**config.mk**
```make
export PLATFORM = sky130hd
export DESIGN_NAME = pulse_swallow_divider
export DESIGN_NICKNAME = d
export VERILOG_FILES = /design/src/rtl/pulse_swallow_divider.sv
export SDC_FILE = /design/constraint.sdc
export NUM_CORES = 1
export LEC_CHECK = 0
export BUFFER_PORTS_ARGS = -buffer_cell sky130_fd_sc_hd__buf_2
export CORE_ASPECT_RATIO = 0.9
export CORE_UTILIZATION = 60
export DETAILED_ROUTE_END_ITERATION = 8
export GPL_ROUTABILITY_DRIVEN = 0
export PLACE_DENSITY = 0.8
export SLEW_MARGIN = 20
export SYNTH_ARGS = -nofsm -noshare
export SYNTH_HDL_FRONTEND = slang
export SYNTH_SLANG_ARGS = --single-unit
```
**constraint.sdc**
```tcl
create_clock -name clk -period 2.9 [get_ports clk]
set_input_delay 0.29 -clock clk [delete_from_list [all_inputs] [get_ports clk]]
set_output_delay 0.29 -clock clk [all_outputs]
set_load 0.005 [all_outputs]
```
**src/rtl/pulse_swallow_divider.sv**
```systemverilog
module pulse_swallow_divider #(
  parameter int NW        = 14,
  parameter int AW        = 4,
  parameter int MIN_RATIO = 272,
  parameter int RESET_N   = 17,
  parameter int RESET_A   = 0
) (
  input  logic             clk,
  input  logic             rst_n,
  input  logic             run,
  input  logic             load,
  input  logic [NW+AW-1:0] setting,
  output logic             pulse,
  output logic             modulus_hi,
  output logic             illegal
);
  localparam int WW     = NW + AW;
  localparam int PW     = AW + 1;
  localparam int MOD_LO = 2 ** AW;

  logic [NW-1:0] act_n, pend_n, main_cnt;
  logic [AW-1:0] act_a, pend_a, sw_cnt;
  logic [PW-1:0] pre_cnt;
  logic          pend_v, pulse_q, illegal_q;

  wire [NW-1:0] set_n   = setting[WW-1:AW];
  wire [AW-1:0] set_a   = setting[AW-1:0];
  wire          set_bad = (set_n <= {{(NW-AW){1'b0}}, set_a}) ||
                          (setting < WW'(MIN_RATIO));
  wire          set_ok  = load && !set_bad;

  wire          mod_hi   = (sw_cnt != '0);
  wire [PW-1:0] last_pre = mod_hi ? PW'(MOD_LO) : PW'(MOD_LO - 1);
  wire          tc       = run && (pre_cnt == last_pre);
  wire          wrap     = tc && (main_cnt == NW'(1));
  wire          reload   = !run || wrap;

  wire [NW-1:0] nxt_n = pend_v ? pend_n : act_n;
  wire [AW-1:0] nxt_a = pend_v ? pend_a : act_a;

  always_ff @(posedge clk or negedge rst_n) begin
    if (!rst_n) begin
      act_n     <= NW'(RESET_N);
      act_a     <= AW'(RESET_A);
      pend_n    <= '0;
      pend_a    <= '0;
      pend_v    <= 1'b0;
      main_cnt  <= NW'(RESET_N);
      sw_cnt    <= AW'(RESET_A);
      pre_cnt   <= '0;
      pulse_q   <= 1'b0;
      illegal_q <= 1'b0;
    end else begin
      pulse_q <= wrap;
      if (load) illegal_q <= set_bad;
      if (set_ok) begin
        pend_n <= set_n;
        pend_a <= set_a;
      end
      if (set_ok) pend_v <= 1'b1;
      else if (reload) pend_v <= 1'b0;
      if (reload) begin
        act_n    <= nxt_n;
        act_a    <= nxt_a;
        main_cnt <= nxt_n;
        sw_cnt   <= nxt_a;
        pre_cnt  <= '0;
      end else if (tc) begin
        pre_cnt  <= '0;
        main_cnt <= main_cnt - NW'(1);
        if (mod_hi) sw_cnt <= sw_cnt - AW'(1);
      end else begin
        pre_cnt <= pre_cnt + PW'(1);
      end
    end
  end

  assign pulse      = pulse_q;
  assign modulus_hi = mod_hi;
  assign illegal    = illegal_q;
endmodule

```
==> results.cfg <==
[synthesis]
yosysSeqAreaShare = 0.490
synth_top_area_cell = dfrtp_1
synthTopCellsByCount = dfrtp_1 (58), nor2_1 (28), mux2_2 (26)
synthDominantCellAreaShare = 0.457
yosysWarnings = 0
yosysMostFrequentCell = dfrtp_1
ys_seq_elements = 62
synth_area_leaders = dfrtp_1 (46%), mux2_2 (9.2%), mux2i_1 (5.0%)
synth.distinct_cells = 51
syn_area_mm2 = 0.00318
ys.flop_type = dfrtp_1
syn_inst = 288
ys_async_sr_fraction = 1.00
synth_fp_nets = 314
avgSynthCellArea_um2 = 11.0
synth-edff-count = 0

[sta]
skew_ns = 0.00873
worst_slew_pin_slew_ns = 0.973
tns_ns = 0
rsz0062_at_grt = false
slew_headroom = 0.352
finalHoldViolCount = 0
fin_ws_ns = 0.207
slew_violations = 0
fmax_mhz = 371
finalCritPeriodShare = 0.929
post-route-min-period_ns = 2.69
setup_viol = 0

[pwr]
p_int_uw = 1640
power_frac_seq = 0.490
p_clk_frac = 0.332
pwr-share-comb = 0.178
p_sw_uw = 708
p_per_area_mw_per_mm2 = 652
p_leak_uw = 0.00163
irDropWorstVdd_uv = 447
swShare = 0.302

[clock_tree]
post-cts-setup-buffer-count = 0
post_cts_resized = 0
cts_buffers = 9
worst_setup_hold_path_clk_slew_ns = 0.08
htree_levels = 3
cts_hold_buf = 1
cts_buffer_depth = 2
clock_latency_ns = 0.34
cts_tree = yes
cts_root_buffer = clkbuf_8
clock_sinks = 62

[critical_path]
path_max_fanout = 16
arrival_ns = 2.96
crit_chain = ha_1 > nor4b_1 > a41oi_2 > buf_4 > nor2_1 > a311oi_1 > o22ai_1
crit_required_ns = 3.17
end_kind = flop
max_stage_delay_ns = 0.58
critical-path-slowest-cell = nor4b_1
reg2reg_setup_slack_ns = 0.21
start_kind = flop
crit_type = reg2reg

[finish]
drive_gt1_frac = 0.297
multi_input_area_mm2 = 0.00152
final_nets = 344
num-fill-cells = 360
diodes = 0
area_delta_synth_final_pct = 13.3
area.sequential_mm2 = 0.00156
instances_no_fill = 388

[place]
dp_slack_ns = 0.338
dp_hpwl_um = 4640
dpl.cell_count = 371
io_buffers = 24

[detailed_routing]
first_iter_violations = 190
vias = 2400
drc = 0
wirelength_um = 6690
drt-wirelength-per-cell_um = 17.2
ant_nets = 0
vias_per_cell = 6.19
first_pass_iters = 4

[floorplanning]
die_area_mm2 = 0.00559
core-area_mm2 = 0.00495
io_pins = 25
num_rows = 24
initial_utilization = 0.641
die_h_um = 71.0
die_w_um = 78.7

[global_routing]
grt.total_usage = 0.273
grt_pass1_vias = 2263
grt_overflow = 0
grt_pass1_wl_um = 11400
grt_antenna_before_repair = 0
grt_max_degree = 25

[job]
drv_cap = 0

[status]
outcome = completed

[hold_path]
hold_path_class = in2reg
## power by group through the flow
stage	combinational [uW]	clock (uW)	sequential, uW
2_1_floorplan	325	0	1110
3_5_place_dp	414	0	1160
3_3_place_gp	399	0	1150
4_1_cts	420	796	1150
6_report	418	778	1150
5_1_grt	464	831	1170
## final cells by class
type	count	share of cell area
tap	65	0.0226
clock inverter	7	0.0226
multi-input combinational	202	0.422
sequential	62	0.433
timing repair buffer	35	0.0570
inverter	8	0.00834
clock buffer	9	0.0344
## sequential cells by signal, summed over array words and instances (netlist names), 4 cells and up
name	cells
act_n	14
main_cnt	14
pend_n	14
pre_cnt	5
act_a	4
pend_a	4
sw_cnt	4
## worst max-delay path, delay by kind of cell (launching register included)
kind                       cells  cell delay (ns)
adders and majority gates      1             0.17
and+or+nand+nor                2             0.79
AOI/OAI and AO/OA              3             0.76
buffers and inverters          1             0.33
DFF                            1             0.56
## cell families (layout without fill, tap and decap cells)
| group | after synthesis | count (layout) | synth area share |
|---|---|---|---|
| fa+ha+maj | 4 | 4 | 0.0158 |
| mux | 52 | 52 | 0.190 |
| buf+inv | 24 | 59 | 0.0339 |
| simple gates | 80 | 80 | 0.132 |
| flops | 62 | 62 | 0.490 |
| xor+xnor | 3 | 3 | 0.00827 |
| compound gates | 63 | 63 | 0.130 |
## per-layer routing
metal,GRT usage,wire length [um],vias up,part of all wire
li1,-,-,1127,-
met1,0.394,3140,1168,0.47
met2,0.393,3110,92,0.47
met3,0.0723,327,13,0.049
met4,0.111,108,0,0.016
met5,0,0,-,0
## final timing paths
kind                                                 end                    start  cells past startpoint
worst max register to register  main_cnt[11]$_DFFE_PN0P_  main_cnt[0]$_DFFE_PN1P_                      7
min in group asynchronous           pre_cnt[2]$_DFF_PN0_                    rst_n                      2
worst max-delay path            main_cnt[11]$_DFFE_PN0P_  main_cnt[0]$_DFFE_PN1P_                      7
max in group asynchronous        main_cnt[4]$_DFFE_PN1P_                    rst_n                      3
worst min-delay path               pend_a[0]$_DFFE_PN0P_               setting[0]                      2
worst min register to register       illegal$_DFFE_PN0P_      illegal$_DFFE_PN0P_                      2
## cell usage in the layout (no fill, tap or decap), drive strengths merged, types with 2 or more instances in the layout
cell	instances
buf	34
nor4	7
a31oi	4
nor3	7
xnor2	2
a21oi	16
or4b	2
a22o	2
nor3b	2
a22oi	2
dfstp	4
o41ai	2
clkinv	3
inv	10
nor2	28
nand2	12
a41oi	2
dfrtp	58
mux2i	16
nand3	10
o22a	2
mux2	36
and3	2
clkbuf	9
or4	4
o211ai	2
ha	4
o21ai	21
## through the flow
stage | hold slack, ns | utilization | power (uW) | cell area [um^2]
after floorplan | -0.00559 | - | 1430 | 3180
after global placement | 0.299 | 0.683 | 1550 | 3380
after detailed placement | 0.304 | 0.683 | 1570 | 3380
after CTS | 0.160 | 0.726 | 2360 | 3600
after global routing | 0.166 | 0.726 | 2470 | 3600
final | 0.176 | 0.726 | 2350 | 3600
Note: power is estimated with default switching activity, not from simulation.
